[config.mk]
export PLATFORM = sky130hd
export DESIGN_NAME = rstseq_top
export DESIGN_NICKNAME = d
export VERILOG_FILES = /design/src/rtl/rstseq_pkg.sv /design/src/rtl/rstseq_pin_sync.sv /design/src/rtl/rstseq_arbiter.sv /design/src/rtl/rstseq_engine.sv /design/src/rtl/rstseq_top.sv
export SDC_FILE = /design/constraint.sdc
export NUM_CORES = 1
export LEC_CHECK = 0
export BUFFER_PORTS_ARGS = -buffer_cell sky130_fd_sc_hd__buf_2
export CORE_UTILIZATION = 53
export CTS_CLUSTER_SIZE = 20
export DETAILED_ROUTE_END_ITERATION = 6
export HOLD_SLACK_MARGIN = 0.1
export PLACE_DENSITY = 0.75
export SKIP_CTS_REPAIR_TIMING = 1
export SLEW_MARGIN = 20
export SYNTH_ARGS = -nofsm -noshare
export SYNTH_HDL_FRONTEND = slang
export SYNTH_SLANG_ARGS = --single-unit
export TNS_END_PERCENT = 30
[constraint.sdc]
create_clock -name clk -period 2.5 [get_ports clk]
set_input_delay 0.625 -clock clk [delete_from_list [all_inputs] [get_ports clk]]
set_output_delay 0.625 -clock clk [all_outputs]
set_load 0.005 [all_outputs]
[src/rtl/rstseq_pkg.sv]
package rstseq_pkg;

    typedef enum logic [1:0] {
        SCOPE_NONE = 2'd0,
        SCOPE_CORE = 2'd1,
        SCOPE_CHIP = 2'd2,
        SCOPE_SYS  = 2'd3
    } scope_e;

    typedef enum logic [2:0] {
        ST_IDLE       = 3'd0,
        ST_CORE_PULSE = 3'd1,
        ST_CHIP_PULSE = 3'd2,
        ST_SYS_DRIVE  = 3'd3,
        ST_PIN_HOLD   = 3'd4,
        ST_PLL_WAIT   = 3'd5,
        ST_PCLK_WAIT  = 3'd6
    } state_e;

    typedef struct packed {
        logic core;
        logic periph;
        logic drive;
        logic ext;
    } rst_vec_t;

    localparam int SYNC_STAGES = 2;

    function automatic logic [1:0] scope_rank(input scope_e s);
        return logic'(s[1]) ? {1'b1, s[0]} : {1'b0, s[0]};
    endfunction

    function automatic scope_e widest(input logic core, input logic chip, input logic sys);
        if (sys)       return SCOPE_SYS;
        else if (chip) return SCOPE_CHIP;
        else if (core) return SCOPE_CORE;
        else           return SCOPE_NONE;
    endfunction

    function automatic rst_vec_t decode_state(input state_e st);
        rst_vec_t v;
        v = '0;
        unique case (st)
            ST_IDLE:       v = '0;
            ST_CORE_PULSE: v.core = 1'b1;
            ST_CHIP_PULSE,
            ST_PIN_HOLD,
            ST_PLL_WAIT: begin
                v.core   = 1'b1;
                v.periph = 1'b1;
                v.ext    = 1'b1;
            end
            ST_SYS_DRIVE: begin
                v.core   = 1'b1;
                v.periph = 1'b1;
                v.drive  = 1'b1;
                v.ext    = 1'b1;
            end
            ST_PCLK_WAIT:  v.ext = 1'b1;
            default:       v = '0;
        endcase
        return v;
    endfunction

endpackage

[src/rtl/rstseq_pin_sync.sv]
module rstseq_pin_sync #(
    parameter int STAGES = 2
) (
    input  logic clk,
    input  logic rst,
    input  logic pin_n,
    input  logic drive_en,
    output logic ext_req
);
    logic [STAGES-1:0] sync_q;
    logic [STAGES-1:0] shadow_q;

    generate
        for (genvar g = 0; g < STAGES; g++) begin : g_stage
            always_ff @(posedge clk) begin
                if (rst) begin
                    sync_q[g]   <= 1'b0;
                    shadow_q[g] <= 1'b0;
                end else if (g == 0) begin
                    sync_q[g]   <= pin_n;
                    shadow_q[g] <= drive_en;
                end else begin
                    sync_q[g]   <= sync_q[(g == 0) ? 0 : g-1];
                    shadow_q[g] <= shadow_q[(g == 0) ? 0 : g-1];
                end
            end
        end
    endgenerate

    // A low seen while the own driver is on, or still in the sync pipe, is self-made
    assign ext_req = !sync_q[STAGES-1] && !drive_en && !(|shadow_q);

    AST_SELF_DRIVE_MASKED: assert property (@(posedge clk) disable iff (rst)
        drive_en |=> !ext_req);

endmodule

[src/rtl/rstseq_arbiter.sv]
module rstseq_arbiter
    import rstseq_pkg::*;
(
    input  logic   core_req,
    input  logic   chip_req,
    input  logic   sys_req,
    input  logic   ext_req,
    input  scope_e cur_scope,
    output scope_e req_scope,
    output logic   req_from_pin,
    output logic   accept
);
    always_comb begin
        req_scope    = widest(core_req, chip_req, sys_req || ext_req);
        req_from_pin = ext_req;
        accept       = scope_rank(req_scope) > scope_rank(cur_scope);
    end

    always_comb begin
        if (accept) begin
            AST_ACCEPT_NONEMPTY: assert (req_scope != SCOPE_NONE);
        end
    end

endmodule

[src/rtl/rstseq_engine.sv]
module rstseq_engine
    import rstseq_pkg::*;
#(
    parameter int CORE_CYC = 16,
    parameter int SYS_CYC  = 8192
) (
    input  logic     clk,
    input  logic     rst,
    input  logic     accept,
    input  scope_e   req_scope,
    input  logic     req_from_pin,
    input  logic     ext_req,
    input  logic     pll_locked,
    input  logic     perclk_stable,
    output scope_e   cur_scope,
    output rst_vec_t rst_vec
);
    localparam int MAXC = (SYS_CYC > CORE_CYC) ? SYS_CYC : CORE_CYC;
    localparam int CW   = (MAXC > 2) ? $clog2(MAXC) : 1;
    localparam logic [CW-1:0] CORE_LOAD = CW'(CORE_CYC - 1);
    localparam logic [CW-1:0] SYS_LOAD  = CW'(SYS_CYC - 1);

    state_e        state_q, state_d;
    scope_e        scope_q, scope_d;
    logic [CW-1:0] cnt_q, cnt_d;

    always_comb begin
        state_d = state_q;
        scope_d = scope_q;
        cnt_d   = cnt_q;
        if (accept) begin
            scope_d = req_scope;
            unique case (req_scope)
                SCOPE_CORE: begin
                    state_d = ST_CORE_PULSE;
                    cnt_d   = CORE_LOAD;
                end
                SCOPE_CHIP: begin
                    state_d = ST_CHIP_PULSE;
                    cnt_d   = CORE_LOAD;
                end
                SCOPE_SYS: begin
                    state_d = req_from_pin ? ST_PIN_HOLD : ST_SYS_DRIVE;
                    cnt_d   = SYS_LOAD;
                end
                default: ;
            endcase
        end else begin
            unique case (state_q)
                ST_IDLE: scope_d = SCOPE_NONE;
                ST_CORE_PULSE: begin
                    if (cnt_q == '0) begin
                        state_d = ST_IDLE;
                        scope_d = SCOPE_NONE;
                    end else begin
                        cnt_d = cnt_q - 1'b1;
                    end
                end
                ST_CHIP_PULSE,
                ST_SYS_DRIVE: begin
                    if (cnt_q == '0) state_d = ST_PLL_WAIT;
                    else             cnt_d   = cnt_q - 1'b1;
                end
                ST_PIN_HOLD: begin
                    if (!ext_req) state_d = ST_PLL_WAIT;
                end
                ST_PLL_WAIT: begin
                    if (pll_locked) state_d = ST_PCLK_WAIT;
                end
                ST_PCLK_WAIT: begin
                    if (perclk_stable) begin
                        state_d = ST_IDLE;
                        scope_d = SCOPE_NONE;
                    end
                end
                default: begin
                    state_d = ST_IDLE;
                    scope_d = SCOPE_NONE;
                end
            endcase
        end
    end

    always_ff @(posedge clk) begin
        if (rst) begin
            state_q <= ST_PIN_HOLD;
            scope_q <= SCOPE_SYS;
            cnt_q   <= '0;
        end else begin
            state_q <= state_d;
            scope_q <= scope_d;
            cnt_q   <= cnt_d;
        end
    end

    assign cur_scope = scope_q;
    assign rst_vec   = decode_state(state_q);

    AST_CORE_CNT_BOUND: assert property (@(posedge clk) disable iff (rst)
        (state_q == ST_CORE_PULSE || state_q == ST_CHIP_PULSE) |-> cnt_q <= CORE_LOAD);
    AST_PLL_HOLD: assert property (@(posedge clk) disable iff (rst)
        (state_q == ST_PLL_WAIT && !pll_locked && !accept) |=> state_q == ST_PLL_WAIT);
    AST_PIN_HOLD_STAYS: assert property (@(posedge clk) disable iff (rst)
        (state_q == ST_PIN_HOLD && ext_req) |=> state_q == ST_PIN_HOLD);
    AST_SCOPE_NEVER_SHRINKS: assert property (@(posedge clk) disable iff (rst)
        (scope_q != SCOPE_NONE && state_q != ST_IDLE && !(state_q == ST_CORE_PULSE && cnt_q == '0)
         && state_q != ST_PCLK_WAIT)
        |=> scope_rank(scope_q) >= scope_rank($past(scope_q)));

endmodule

[src/rtl/rstseq_top.sv]
module rstseq_top
    import rstseq_pkg::*;
#(
    parameter int CORE_CYC = 16,
    parameter int SYS_CYC  = 8192
) (
    input  logic clk,
    input  logic rst,
    input  logic core_req,
    input  logic chip_req,
    input  logic sys_req,
    input  logic sysrst_pin_n,
    input  logic pll_locked,
    input  logic perclk_stable,
    output logic core_rst,
    output logic periph_rst,
    output logic sysrst_drive_en,
    output logic ext_rst
);
    localparam int LW = $clog2(SYS_CYC + 1) + 1;

    logic     ext_req;
    logic     accept;
    logic     req_from_pin;
    scope_e   req_scope;
    scope_e   cur_scope;
    rst_vec_t rst_vec;

    rstseq_pin_sync #(.STAGES(SYNC_STAGES)) u_pin (
        .clk      (clk),
        .rst      (rst),
        .pin_n    (sysrst_pin_n),
        .drive_en (rst_vec.drive),
        .ext_req  (ext_req)
    );

    rstseq_arbiter u_arb (
        .core_req     (core_req),
        .chip_req     (chip_req),
        .sys_req      (sys_req),
        .ext_req      (ext_req),
        .cur_scope    (cur_scope),
        .req_scope    (req_scope),
        .req_from_pin (req_from_pin),
        .accept       (accept)
    );

    rstseq_engine #(.CORE_CYC(CORE_CYC), .SYS_CYC(SYS_CYC)) u_eng (
        .clk           (clk),
        .rst           (rst),
        .accept        (accept),
        .req_scope     (req_scope),
        .req_from_pin  (req_from_pin),
        .ext_req       (ext_req),
        .pll_locked    (pll_locked),
        .perclk_stable (perclk_stable),
        .cur_scope     (cur_scope),
        .rst_vec       (rst_vec)
    );

    assign core_rst        = rst_vec.core;
    assign periph_rst      = rst_vec.periph;
    assign sysrst_drive_en = rst_vec.drive;
    assign ext_rst         = rst_vec.ext;

    // Run-length counters used only by the assertions below
    logic [LW-1:0] core_len_q;
    logic [LW-1:0] drv_len_q;

    always_ff @(posedge clk) begin
        if (rst) begin
            core_len_q <= '0;
            drv_len_q  <= '0;
        end else begin
            core_len_q <= !core_rst ? '0 : ((&core_len_q) ? core_len_q : core_len_q + 1'b1);
            drv_len_q  <= !sysrst_drive_en ? '0 : ((&drv_len_q) ? drv_len_q : drv_len_q + 1'b1);
        end
    end

    AST_NESTED_PERIPH: assert property (@(posedge clk) disable iff (rst)
        periph_rst |-> core_rst);
    AST_NESTED_DRIVE: assert property (@(posedge clk) disable iff (rst)
        sysrst_drive_en |-> (core_rst && periph_rst && ext_rst));
    AST_CORE_PULSE_LEN: assert property (@(posedge clk) disable iff (rst)
        ($fell(core_rst) && !$past(periph_rst)) |-> core_len_q == LW'(CORE_CYC));
    AST_PLL_BEFORE_RELEASE: assert property (@(posedge clk) disable iff (rst)
        $fell(periph_rst) |-> $past(pll_locked));
    AST_DRIVE_LEN: assert property (@(posedge clk) disable iff (rst)
        $fell(sysrst_drive_en) |-> drv_len_q == LW'(SYS_CYC));
    AST_DRIVE_ONLY_ON_REQ: assert property (@(posedge clk) disable iff (rst)
        $rose(sysrst_drive_en) |-> $past(sys_req));
    AST_PERCLK_GATE: assert property (@(posedge clk) disable iff (rst)
        $fell(ext_rst) |-> $past(perclk_stable));
    AST_EXT_LAST: assert property (@(posedge clk) disable iff (rst)
        $fell(ext_rst) |-> (!core_rst && !periph_rst && !$past(core_rst)));

endmodule

* Yosys cells after proc, flatten, opt, wreduce, memory -nomap -nowiden
Cells that the tools add are included.
** Storage, ports and cells
- Register bits after elaboration :: 22
- Latch bits :: 0
- RAM bits :: 0
- ROM bits :: 0
- Bits of input ports :: 8
- Output and inout port bits :: 4
- Memories :: 0
** Cells by class
- Add/sub/neg operators :: 1
- Multipliers :: 0
- Div/mod/pow operators :: 0
- $lt $le $gt $ge :: 1
- Eq/ne operators :: 19
- Shifts and indexed selects :: 0
- Muxes and demuxes :: 26
- Bitwise logic cells :: 0
- Reductions and logical operators :: 19
** Operator list (count)
- $mux W13 :: 3
- $pmux W13 S2 :: 1
- $mux W3 :: 7
- $pmux W3 S6 :: 1
- $mux W2 :: 7
- $logic_not A13 Y1 :: 1
- $sub A13 B1 Y13 const B :: 1
- $reduce_or A5 Y1 :: 2
- $eq A3 B3 Y1 const B :: 3
- $ne A3 B2 Y1 const B :: 3
- $ne A3 B3 Y1 const B :: 3
- $pmux W3 S3 :: 1
- $reduce_and A7 Y1 :: 1
- $eq A3 B2 Y1 const B :: 2
- $pmux W2 S3 :: 1
- $reduce_and A3 Y1 :: 2
- $reduce_or A2 Y1 :: 3
- $mux W1 :: 5
- $eq A2 B2 Y1 const B :: 2
- $ne A2 B2 Y1 const B :: 2
- $ne A4 B1 Y1 const B :: 1
- $reduce_or A4 Y1 :: 1
- $eq A3 B1 Y1 const B :: 1
- $logic_not A1 Y1 :: 3
- 8 further kinds :: 9

* Depth between registers and ports, before layout
Gate-level depths: netlist (run 1).
- Word-level depth :: 11
- Gate-level depth with buffers :: 12

* Hierarchy
Synthesis (run 1) repeated with hierarchy kept, for this count alone.
** Unflattened totals
- Cell total of the unflattened synthesis :: 183
- Area total of the unflattened synthesis :: 1539.0 µm²
** Modules (own cells, without submodules)
- rstseq_engine :: instances 1, cells an instance 162, area an instance 1338.8 µm²
- rstseq_pin_sync :: instances 1, cells an instance 9, area an instance 117.6 µm²
- rstseq_arbiter :: instances 1, cells an instance 12, area an instance 82.6 µm²

* Least setup slack after synthesis (run 1)
OpenSTA, ideal clock, no wires.
- Path kind :: register to register
- Start :: register u_eng.state_q[1]
- End :: register u_eng.scope_q[0], in the netlist u_eng.cur_scope[0]
- Arrival :: 2338 ps
- Required time :: 2378 ps
- Path slack :: 40 ps
- Cell stages (with the launch flop) :: 11
- Buffers on the path :: 2
- Clock period less this slack :: 2460 ps
- Path through :: dfxtp_1 buf_2 nand3b_1 nand2b_1 nand2_1 ha_1 nor2b_1 o21a_1 clkbuf_1 nor2_1 a221o_1
** Between the ends
- Cells in the longest elaborated chain, start to end :: 11
** Ends and longest elaborated chain
- start: declaration :: RTL line rstseq_engine.sv:23 : state_e state_q, state_d;
- start signal: assignment :: RTL line rstseq_engine.sv:90 : state_q <= state_d;
- $eq A3 B2 Y1 :: RTL line rstseq_pkg.sv:43, rstseq_engine.sv:49
- $mux W1 :: RTL line rstseq_pkg.sv:43 : unique case (st)
- $logic_not A1 Y1 :: RTL line rstseq_pin_sync.sv:31 : assign ext_req = !sync_q[STAGES-1] && !drive_en && !(|shadow_q);
- $logic_and A1 B1 Y1 (2 in a row) :: RTL line rstseq_pin_sync.sv:31
- $logic_or A1 B1 Y1 :: RTL line rstseq_arbiter.sv:14 : req_scope = widest(core_req, chip_req, sys_req || ext_req);
- $mux W2 :: RTL line rstseq_pkg.sv:34 : if (sys) return SCOPE_SYS;
- $mux W2 :: RTL line rstseq_pkg.sv:30 : return logic'(s[1]) ? {1'b1, s[0]} : {1'b0, s[0]};
- $gt A2 B2 Y1 :: RTL line rstseq_arbiter.sv:16 : accept = scope_rank(req_scope) > scope_rank(cur_scope);
- $ne A3 B2 Y1 (no line), or another cell as far along
- $reduce_and A3 Y1 (no line)
- end signal: assignment :: RTL line rstseq_engine.sv:91 : scope_q <= scope_d;
- end: declaration :: RTL line rstseq_engine.sv:24 : scope_e scope_q, scope_d;
Parallel ways exist; a longest one is shown, timed or not.
A chain may end at the register's enable or synchronous reset.

* Final worst setup path (run 1)
- Start :: register u_pin.sync_q[1]
- End :: register u_eng.cnt_q[12]
** Between the ends
- Cells in the longest elaborated chain, start to end :: 9
** Ends and longest elaborated chain
- start: declaration :: RTL line rstseq_pin_sync.sv:10 : logic [STAGES-1:0] sync_q;
- start signal: indexed assignment :: RTL line rstseq_pin_sync.sv:20 : sync_q[g] <= pin_n;
- start signal: indexed assignment :: RTL line rstseq_pin_sync.sv:23 : sync_q[g] <= sync_q[(g == 0) ? 0 : g-1];
- $logic_not A1 Y1 (*) :: RTL line rstseq_pin_sync.sv:31
- $logic_and A1 B1 Y1 (*) (2 in a row) :: RTL line rstseq_pin_sync.sv:31
- $logic_or A1 B1 Y1 (*) :: RTL line rstseq_arbiter.sv:14
- $mux W2 (*) :: RTL line rstseq_pkg.sv:34
- $mux W2, or another cell as far along :: RTL line rstseq_pkg.sv:30
- $gt A2 B2 Y1 or $reduce_or A2 Y1 (tied branches)
- $ne A3 B2 Y1 (no line), or another cell as far along
- $reduce_and A3 Y1 (no line) or $mux W13 (tied branches)
- end signal: assignment :: RTL line rstseq_engine.sv:92 : cnt_q <= cnt_d;
- end: declaration :: RTL line rstseq_engine.sv:25 : logic [CW-1:0] cnt_q, cnt_d;
Every way passes the cells marked *; elsewhere a longest branch is shown, timed or not. The select of a mux whose other input is x is not followed.

==> results of run 1 <==
==> through the flow <==
stage | hold WS, ps | util, % | instances | instance area [um^2] | TNS, ps
3_3_place_gp | 425.5 | 62.51 | 218 | 1563 | 0
2_1_floorplan | 413.8 | - | 174 | 1421 | 0
3_5_place_dp | 443.5 | 62.51 | 218 | 1563 | 0
5_1_grt | 486.8 | 68.12 | 227 | 1703 | -65.18
4_1_cts | 466.7 | 64.61 | 222 | 1615 | -2.647
6_report | 469.4 | 68.12 | 227 | 1703 | 0
==> critical path, cell delays in order (launching register included) <==
cell                       delay [ps]
sky130_fd_sc_hd__dfxtp_1          320
sky130_fd_sc_hd__or3_4            380
sky130_fd_sc_hd__nand2b_4         170
sky130_fd_sc_hd__nand2_2           90
sky130_fd_sc_hd__ha_1             240
sky130_fd_sc_hd__or2_2            290
sky130_fd_sc_hd__o211a_1          190
sky130_fd_sc_hd__a31oi_4          260
sky130_fd_sc_hd__buf_6            160
sky130_fd_sc_hd__o21ai_0           80
sky130_fd_sc_hd__a21oi_1          140
==> how the worst max path moves through the flow <==
stage                                       start                               to  slack, ps
floorplan           u_eng.state_q[1]$_SDFFE_PP0P_  u_eng.cur_scope[0]$_SDFFE_PP1P_         40
global placement                         chip_req     u_eng.cnt_q[11]$_SDFFE_PP0P_         80
detailed placement                        sys_req    u_eng.state_q[0]$_SDFFE_PP0P_          1
CTS                    u_pin.sync_q[1]$_SDFF_PP0_      u_eng.cnt_q[6]$_SDFFE_PP0P_         -2
global route           u_pin.sync_q[1]$_SDFF_PP0_     u_eng.cnt_q[11]$_SDFFE_PP0P_        -30
finish                 u_pin.sync_q[1]$_SDFF_PP0_     u_eng.cnt_q[12]$_SDFFE_PP0P_        110
==> synthesized netlist by cell type (2+ instances only) <==
library cell | instances | share of area, %
sky130_fd_sc_hd__a21oi_1 | 19 | 6.7
sky130_fd_sc_hd__inv_1 | 9 | 2.4
sky130_fd_sc_hd__xor2_1 | 2 | 1.2
sky130_fd_sc_hd__dfxtp_1 | 22 | 31
sky130_fd_sc_hd__o21a_1 | 2 | 1.1
sky130_fd_sc_hd__nor3_1 | 7 | 2.5
sky130_fd_sc_hd__a211oi_1 | 3 | 1.6
sky130_fd_sc_hd__o211ai_1 | 2 | 1.1
sky130_fd_sc_hd__nand4_1 | 2 | 0.88
sky130_fd_sc_hd__nand2b_1 | 2 | 0.88
sky130_fd_sc_hd__nand2_1 | 10 | 2.6
sky130_fd_sc_hd__o21ai_0 | 18 | 6.3
sky130_fd_sc_hd__o31a_1 | 2 | 1.2
sky130_fd_sc_hd__buf_2 | 3 | 1.1
sky130_fd_sc_hd__clkbuf_1 | 4 | 1.1
sky130_fd_sc_hd__and3_1 | 3 | 1.3
sky130_fd_sc_hd__or2_2 | 2 | 0.88
sky130_fd_sc_hd__ha_1 | 6 | 5.3
sky130_fd_sc_hd__nor4_1 | 3 | 1.3
sky130_fd_sc_hd__nor2b_1 | 6 | 2.6
sky130_fd_sc_hd__nor2_1 | 18 | 4.8
sky130_fd_sc_hd__a221o_1 | 2 | 1.4
==> final cells by class <==
cell class,instances,area share [%]
flip-flops and latches,22,25.86
clock inverters,1,1.763
clock buffers,3,1.323
inverters,9,1.984
multi-input cells,135,56.36
well taps,30,2.204
repair buffers,27,10.51
==> metal layers <==
metal	share of wire (%)	vias to the layer above	GRT usage (%)
met5	0	-	0
met4	1.8	0	8.333
met3	5.5	6	3.390
met2	48	45	43.42
met1	45	648	33.90
li1	-	682	-
==> cell families after synthesis <==
logic type               count (synthesis)  share of synthesized area, %
AND/OR/NAND/NOR                         66                         27.47
AO/OA/AOI/OAI                           60                         29.49
flip-flops                              22                         30.99
buffers and inverters                   17                         4.752
adder cells (fa/ha/maj)                  6                         5.282
XOR/XNOR                                 2                         1.233
multiplexers                             1                        0.7922
==> state kept, by name, indices dropped and copies added, names as in the netlist <==
signal           count
u_eng.cnt_q         13
u_pin.sync_q         2
u_eng.state_q        3
u_eng.cur_scope      2
u_pin.shadow_q       2
==> where the power goes <==
part	internal, mW	switching [mW]	leakage [nW]
clock	0.163	0.124	0.0279
sequential	0.473	0.149	0.181
combinational	0.655	0.842	0.501
==> out/qor.yml, run 1 <==
outcome:
  outcome: "finished, final reports clean"
critical_path:
  start_kind: "register"
  cp.required_ps: 2770
  endpoint_kind_of_the_worst_setup_timing_path: "register"
  reg2regPathDepth: 10
  worst-r2r-setup-slack_ps: 110
  worstReg2RegStart: "u_pin.sync_q[1]$_SDFF_PP0_"
  critPathKind: "reg -> reg"
  path_max_fanout: 6
  timing.rr.end: "u_eng.cnt_q[12]$_SDFFE_PP0P_"
  endpoint_arrival_time_on_the_critical_path_ps: 2660
placement:
  place_congestion: 0.8148
  port_buffers: 11
  detailed_place_hpwl_mm: 2.303
  dp_slack_ps: 1.189
global_routing:
  groute.usage.overall_pct: 25.90
  gr-total-overflow: 0
  first_global_vias: 1224
  grt_max_degree: 24
  grt_antenna_before_repair: 0
  grt_pass1_wl_mm: 5.416
power_and_ir_drop:
  power_mw: 2.405
  leakagePower_nw: 0.7103
  p_per_area_mw_per_mm2: 1412
  max-vdd-ir-drop_uv: 857.4
yosys:
  syn_nets: 188
  mappedNetlistArea_mm2: 0.001421
  ys_seq_elements: 22
  synth_area_per_cell_um2: 8.169
  postSynth.asyncResetShare_pct: 0
  ys_seq_area_share_pct: 30.99
  synth_cells: 174
  ys.warnings.count: 0
  ys_flop_type: "sky130_fd_sc_hd__dfxtp_1"
  yosysUniqueCellTypes: 49
  post_synth_edffs: 0
finish:
  finish.net_count: 212
  layout.cells.most_common_list: "sky130_fd_sc_hd__dfxtp_1, sky130_fd_sc_hd__a21oi_1, sky130_fd_sc_hd__nor2_1, sky130_fd_sc_hd__o21ai_0, sky130_fd_sc_hd__buf_4"
  n_antenna_cell: 0
  synthToLayoutAreaGrowth_pct: 19.81
  layout.filler_cells: 200
  layout.area.seq_um2: 440.4
  multi_input_comb_area_um2: 959.7
  final_common_cell: "sky130_fd_sc_hd__dfxtp_1"
  drive_gt1_share_pct: 27.41
timing:
  drv_slew: 0
  fin_worst_skew_ps: 2.985
  slew-limit-headroom_pct: 70.09
  setup_viol: 0
  rsz0062_at_grt: "true"
  achievable-frequency_mhz: 417.7
  worst_pin_slew_ps: 448.6
  final_min_period_over_clock_period_pct: 95.76
  timing.final.ws_setup_ps: 106.0
  post-route-min-period_ps: 2394
  timing_hold_violations_final: 0
die:
  die_height_um: 53.79
  core-area_mm2: 0.002500
  row_count: 18
  chipWidth_um: 53.79
  top_level_ports: 12
  floorplan.initialDensity_pct: 56.86
  fp.dieArea_mm2: 0.002893
worst_hold_path:
  whs_path_depth: 1
  hold_path.startpoint: "u_pin.sync_q[0]$_SDFF_PP0_"
  holdPathEnd: "u_pin.sync_q[1]$_SDFF_PP0_"
  worstHoldPathType: "reg -> reg"
clock_network:
  tritoncts: "yes"
  cts-root-to-sink-buffers: 2
  clk-insertion-delay-late_ps: 330
  cts.root.buffer_cell: "sky130_fd_sc_hd__clkbuf_4"
  clkSlewWorstSetupHoldPaths_ps: 130
  cts_made_buffers: 3
  numClockSinks: 22
  htreeDepth: 1
route:
  finalWirelength_mm: 3.435
  detailedRoute.firstPassIterationCount: 4
  avgViaCountPerCell: 6.084
  routed-via-count: 1381
  number_of_nets_with_antenna_violations_after_detailed_routing: 0
  drt_iter0_markers: 30
  drcViolationCount: 0
  avgRoutedWirePerCell_um: 15.13
run:
  timing.max_cap.violations: 0
Note: power is estimated with default switching activity, not from simulation.
==> inputs of run 2 (changes only) <==
--- a/config.mk
+++ b/config.mk
@@ -10,7 +10,7 @@
 export CTS_CLUSTER_SIZE = 20
 export DETAILED_ROUTE_END_ITERATION = 6
 export HOLD_SLACK_MARGIN = 0.1
-export PLACE_DENSITY = 0.75
+export PLACE_DENSITY = 0.83
 export SKIP_CTS_REPAIR_TIMING = 1
 export SLEW_MARGIN = 20
 export SYNTH_ARGS = -nofsm -noshare
==> run 2 against run 1 <==
  * Critical path depth stayed put
  * Sequential cell count stayed put
  * Routed wire length is 4.9% higher
  * Utilization is 2.1 points higher
  * Via count is 2.8% higher
  * Maximum frequency is 0.90% lower
  * Clock-buffer cell count stayed put
  * Final cell count stayed put
  * Hold slack worse by 6.9 ps
  * Setup slack worse by 22 ps
  * Critical endpoint is now u_eng.cnt_q[11]$_SDFFE_PP0P_
==> out/qor.yml, run 2 (synthesis results as in run 1) <==
outcome:
  outcome: "finished, final reports clean"
route:
  finalWirelength_mm: 3.603
  avgViaCountPerCell: 6.256
  detailedRoute.firstPassIterationCount: 4
  drt_iter0_markers: 54
  routed-via-count: 1420
  drcViolationCount: 0
  avgRoutedWirePerCell_um: 15.87
  number_of_nets_with_antenna_violations_after_detailed_routing: 0
finish:
  max_ffs_per_register: 13
  largest-register: "u_eng.cnt_q"
  synthToLayoutAreaGrowth_pct: 23.50
  fin_util_pct: 70.22
  layoutNonFillerInstCount: 227
  layout.filler_cells: 184
  final_common_cell: "sky130_fd_sc_hd__dfxtp_1"
  final_cell_area_mm2: 0.001755
  layout.cells.most_common_list: "sky130_fd_sc_hd__dfxtp_1, sky130_fd_sc_hd__a21oi_1, sky130_fd_sc_hd__nor2_1, sky130_fd_sc_hd__o21ai_0, sky130_fd_sc_hd__buf_4"
  drive_gt1_share_pct: 29.44
  top_regs: "u_eng.cnt_q: 13 flops, u_eng.state_q: 3 flops"
  finish.net_count: 212
  n_antenna_cell: 0
global_routing:
  gr-total-overflow: 0
  groute.usage.overall_pct: 24.56
  grt_pass1_wl_mm: 5.085
  grt_max_degree: 24
  grt_antenna_before_repair: 0
  first_global_vias: 1179
run:
  timing.max_cap.violations: 0
die:
  fp.dieArea_mm2: 0.002893
  top_level_ports: 12
  chipWidth_um: 53.79
  die_height_um: 53.79
  core-area_mm2: 0.002500
  floorplan.initialDensity_pct: 56.86
  row_count: 18
critical_path:
  path_max_fanout: 5
  cp_num_buf_inv: 1
  worst_path_max_delay_cell: "sky130_fd_sc_hd__or3_4"
  cp_slowest_stage_delay_ps: 380
  critical_path.cell_chain: "or3_4 -> nand2b_4 -> nand2_4 -> ha_4 -> nor2b_2 -> buf_4 -> o211a_4 -> a31oi_4 -> o21ai_1 -> a21oi_1"
  start_kind: "register"
  endpoint_arrival_time_on_the_critical_path_ps: 2670
  endpoint_kind_of_the_worst_setup_timing_path: "register"
  cp.required_ps: 2750
  critPathKind: "reg -> reg"
  critical_path.top_delay_family: "compound AO/OA/AOI/OAI gates"
timing:
  setup_viol: 0
  slew-limit-headroom_pct: 56.40
  post-route-min-period_ps: 2416
  final_min_period_over_clock_period_pct: 96.63
  rsz0062_at_grt: "false"
  fin_worst_skew_ps: 7.267
  timing_hold_violations_final: 0
  drv_slew: 0
  achievable-frequency_mhz: 413.9
  worst_pin_slew_ps: 651.5
  fin_setup_tns_ps: 0
clock_network:
  tritoncts: "yes"
  cts_made_buffers: 3
  htreeDepth: 1
  cts.root.buffer_cell: "sky130_fd_sc_hd__clkbuf_4"
  cts-root-to-sink-buffers: 2
  numClockSinks: 22
  clkSlewWorstSetupHoldPaths_ps: 130
  clk-insertion-delay-late_ps: 320
worst_hold_path:
  worstHoldPathType: "reg -> reg"
placement:
  numPlacedInstances: 219
  port_buffers: 11
  place_congestion: 0.8519
  placed_instance_area_mm2: 0.001570
  detailed_place_hpwl_mm: 2.415
power_and_ir_drop:
  p_per_area_mw_per_mm2: 1408
  power_mw: 2.472
  leakagePower_nw: 0.7191
  max-vdd-ir-drop_uv: 935.7
run 2: cell types whose count changed in the layout (fill, tap and decap cells not counted), moves of 2 or more:
cell                      before  now
sky130_fd_sc_hd__nor4_2        2    0
sky130_fd_sc_hd__o21ai_1       1    3
sky130_fd_sc_hd__o21ai_2       0    2
sky130_fd_sc_hd__buf_4        15   13
sky130_fd_sc_hd__o21ai_0      18   14
sky130_fd_sc_hd__nor4_1        1    3
run 2: metal layers:
layer | part of all wire [%] | global-route usage (%) | wire length [um]
met1 | 41 | 29.73 | 1462
met2 | 53 | 42.59 | 1913
met3 | 5.1 | 4.520 | 185
met4 | 1.1 | 9.211 | 40
met5 | 0 | 0 | 0
run 2: final timing paths:
| path | slack, ps | to | cells past startpoint | start |
|---|---|---|---|---|
| worst max-delay path | 80 | u_eng.cnt_q[11]$_SDFFE_PP0P_ | 10 | u_pin.sync_q[1]$_SDFF_PP0_ |
| worst min-delay path | 460 | u_pin.sync_q[1]$_SDFF_PP0_ | 1 | u_pin.sync_q[0]$_SDFF_PP0_ |
| worst max register to register | 80 | u_eng.cnt_q[11]$_SDFFE_PP0P_ | 10 | u_pin.sync_q[1]$_SDFF_PP0_ |
| worst min register to register | 460 | u_pin.sync_q[1]$_SDFF_PP0_ | 1 | u_pin.sync_q[0]$_SDFF_PP0_ |
run 2: power by group:
group | internal [mW] | switching [mW] | leakage (nW)
combinational | 0.680 | 0.894 | 0.510
sequential | 0.473 | 0.146 | 0.182
clock | 0.162 | 0.117 | 0.0279
run 2: final cells by class:
cell class                 instances  area, um^2  share of cell area (%)
tap                               30       37.54                   2.138
multi-input combinational        136        1021                   58.16
clock inverter                     1       30.03                   1.711
timing repair buffer              26       168.9                   9.622
sequential                        22       441.7                   25.16
clock buffer                       3       22.52                   1.283
inverter                           9       33.78                   1.924
run 2: metrics by stage:
| step | hold slack, ps | worst slack, ps |
|---|---|---|
| final | 462.5 | 84.13 |
| after global routing | 479.5 | 13.66 |
| after CTS | 479.2 | -158.3 |
| after detailed placement | 457.4 | -156.9 |
| after global placement | 440.7 | 22.25 |
| after floorplan | 413.8 | 39.71 |
run 2: worst register-to-register path: stages (launching register included):
cell and delay, ps:
sky130_fd_sc_hd__dfxtp_2 330, sky130_fd_sc_hd__or3_4 380, sky130_fd_sc_hd__nand2b_4 180, sky130_fd_sc_hd__nand2_4 100, sky130_fd_sc_hd__ha_4 210, sky130_fd_sc_hd__nor2b_2 160, sky130_fd_sc_hd__buf_4 150, sky130_fd_sc_hd__o211a_4 290
sky130_fd_sc_hd__a31oi_4 260, sky130_fd_sc_hd__o21ai_1 130, sky130_fd_sc_hd__a21oi_1 170
==> inputs of run 3 (changes only) <==
--- a/config.mk
+++ b/config.mk
@@ -6,11 +6,12 @@
 export NUM_CORES = 1
 export LEC_CHECK = 0
 export BUFFER_PORTS_ARGS = -buffer_cell sky130_fd_sc_hd__buf_2
-export CORE_UTILIZATION = 53
+export CORE_UTILIZATION = 60
+export CTS_BUF_LIST = sky130_fd_sc_hd__clkbuf_4 sky130_fd_sc_hd__clkbuf_8
 export CTS_CLUSTER_SIZE = 20
 export DETAILED_ROUTE_END_ITERATION = 6
 export HOLD_SLACK_MARGIN = 0.1
-export PLACE_DENSITY = 0.83
+export PLACE_DENSITY = 0.88
 export SKIP_CTS_REPAIR_TIMING = 1
 export SLEW_MARGIN = 20
 export SYNTH_ARGS = -nofsm -noshare
==> constraint.sdc (replaced) <==
create_clock -name clk -period 2.7 [get_ports clk]
set_input_delay 0.675 -clock clk [delete_from_list [all_inputs] [get_ports clk]]
set_output_delay 0.675 -clock clk [all_outputs]
set_load 0.005 [all_outputs]
==> run 3 against run 2 <==
  * Register-to-register slack better by 40 ps
  * Hold slack better by 1.7 ps
  * Non-clock buffer count is 8 lower
  * Largest cell class unchanged
  * Largest power group unchanged
  * Highest routed layer unchanged
==> out/qor.yml, run 3 (synthesis results as in run 1) <==
global_routing:
  gr-total-overflow: 0
  grt_pass1_wl_mm: 5.526
  groute.usage.overall_pct: 28.16
  grt_antenna_before_repair: 0
  grt_max_degree: 24
  first_global_vias: 1257
critical_path:
  cp_slowest_stage_delay_ps: 410
  worst-r2r-setup-slack_ps: 120
  cp.required_ps: 2940
  endpoint_arrival_time_on_the_critical_path_ps: 2820
  start_kind: "register"
  worstReg2RegStart: "u_pin.sync_q[1]$_SDFF_PP0_"
  critPathKind: "reg -> reg"
  path_max_fanout: 14
  worst_path_max_delay_cell: "sky130_fd_sc_hd__or3_1"
  critical_path.cell_chain: "or3_1 -> nand2b_2 -> nand2_2 -> ha_1 -> nor2b_2 -> o21a_2 -> buf_4 -> nor4b_1 -> o21ai_0 -> a21oi_1"
  reg2regPathDepth: 10
  endpoint_kind_of_the_worst_setup_timing_path: "register"
  timing.rr.end: "u_eng.cnt_q[9]$_SDFFE_PP0P_"
timing:
  post-route-min-period_ps: 2580
  timing_hold_violations_final: 0
  slew-limit-headroom_pct: 57.40
  achievable-frequency_mhz: 387.5
  fin_worst_skew_ps: 7.591
  setup_viol: 0
  finalHoldWorstSlack_ps: 464.2
  final_min_period_over_clock_period_pct: 95.57
  worst_pin_slew_ps: 636.7
  drv_slew: 0
  timing.final.ws_setup_ps: 119.7
placement:
  numPlacedInstances: 212
  port_buffers: 11
  detailed_place_hpwl_mm: 2.358
  place_congestion: 0.8405
  dp_slack_ps: 42.63
die:
  floorplan.initialDensity_pct: 64.25
  core-area_mm2: 0.002212
  die_height_um: 50.67
  top_level_ports: 12
  fp.dieArea_mm2: 0.002567
  row_count: 17
  chipWidth_um: 50.67
clock_network:
  numClockSinks: 22
  htreeDepth: 1
  cts_made_buffers: 3
  clk-insertion-delay-late_ps: 310
  cts-root-to-sink-buffers: 2
  clkSlewWorstSetupHoldPaths_ps: 130
  cts.root.buffer_cell: "sky130_fd_sc_hd__clkbuf_4"
  tritoncts: "yes"
route:
  drcViolationCount: 0
  routed-via-count: 1360
  avgViaCountPerCell: 6.267
  number_of_nets_with_antenna_violations_after_detailed_routing: 0
  avgRoutedWirePerCell_um: 15.31
  drt_iter0_markers: 64
  finalWirelength_mm: 3.322
  detailedRoute.firstPassIterationCount: 6
finish:
  finish.net_count: 204
  largest-register: "u_eng.cnt_q"
  max_ffs_per_register: 13
  layoutNonFillerInstCount: 217
  drive_gt1_share_pct: 21.69
  layout.cells.most_common_list: "sky130_fd_sc_hd__dfxtp_1, sky130_fd_sc_hd__a21oi_1, sky130_fd_sc_hd__nor2_1, sky130_fd_sc_hd__o21ai_0, sky130_fd_sc_hd__buf_2"
  synthToLayoutAreaGrowth_pct: 13.47
  final_common_cell: "sky130_fd_sc_hd__dfxtp_1"
  fin_util_pct: 72.91
  top_regs: "u_eng.cnt_q: 13 flops, u_eng.state_q: 3 flops"
  n_antenna_cell: 0
run:
  timing.max_cap.violations: 0
worst_hold_path:
  worstHoldPathType: "reg -> reg"
  holdPathEnd: "u_pin.sync_q[1]$_SDFF_PP0_"
  whs_path_depth: 1
  hold_path.startpoint: "u_pin.sync_q[0]$_SDFF_PP0_"
power_and_ir_drop:
  max-vdd-ir-drop_uv: 818.5
  p_per_area_mw_per_mm2: 1277
  leakagePower_nw: 0.6534
outcome:
  outcome: "finished, final reports clean"
## run 3: cell types whose count changed in the layout (fill, tap and decap cells not counted), moves of 2 or more
cell                      change
sky130_fd_sc_hd__buf_4        -6
sky130_fd_sc_hd__o21ai_0      +4
sky130_fd_sc_hd__nand2_1      +2
sky130_fd_sc_hd__o21ai_1      -2
sky130_fd_sc_hd__o21ai_2      -2
## run 3: worst max-delay path: cells and delay by family (launching register included)
kind	cells	cell delay (ps)
AOI/OAI and AO/OA	3	500
buffers and inverters	1	190
adders and majority gates	1	260
DFF	1	320
and+or+nand+nor	5	1240
## run 3: metrics by stage
| step | power (mW) | instance area, um^2 | TNS (ps) |
|---|---|---|---|
| final | 2.059 | 1613 | 0 |
| after global routing | 2.237 | 1613 | -45.21 |
| after CTS | 1.968 | 1567 | 0 |
| after detailed placement | 1.782 | 1530 | 0 |
| after global placement | 1.722 | 1530 | 0 |
| after floorplan | 1.502 | 1421 | 0 |
## run 3: area by class of cell
class	count	area, um^2
inverter	9	33.78
sequential	22	440.4
tap	28	35.03
multi-input combinational	136	959.7
timing repair buffer	18	107.6
clock buffer	4	36.28
fill	165	599.3
## run 3: per-layer routing
metal	track usage (%)	routed length, um	share of wire, %	vias up
li1	-	-	-	673
met1	36.53	1395	42	611
met2	46.44	1604	48	64
met3	3.030	226	6.8	12
met4	12.96	95	2.9	0
met5	0	0	0	-
## run 3: worst max path at each step
stage,startpoint,endpoint,slack (ps),cells after the start
finish,u_pin.sync_q[1]$_SDFF_PP0_,u_eng.cnt_q[9]$_SDFFE_PP0P_,120,10
global route,u_pin.sync_q[1]$_SDFF_PP0_,u_eng.cnt_q[7]$_SDFFE_PP0P_,-20,11
CTS,u_pin.sync_q[1]$_SDFF_PP0_,u_eng.state_q[0]$_SDFFE_PP0P_,40,9
detailed placement,sys_req,u_eng.state_q[0]$_SDFFE_PP0P_,40,9
global placement,sys_req,u_eng.state_q[0]$_SDFFE_PP0P_,180,9
floorplan,u_eng.state_q[1]$_SDFFE_PP0P_,u_eng.cur_scope[0]$_SDFFE_PP1P_,240,10
## run 3: report_power, final
part           switching (mW)  internal [mW]
Combinational           0.764          0.546
Clock                   0.101         0.0824
Sequential              0.128          0.438
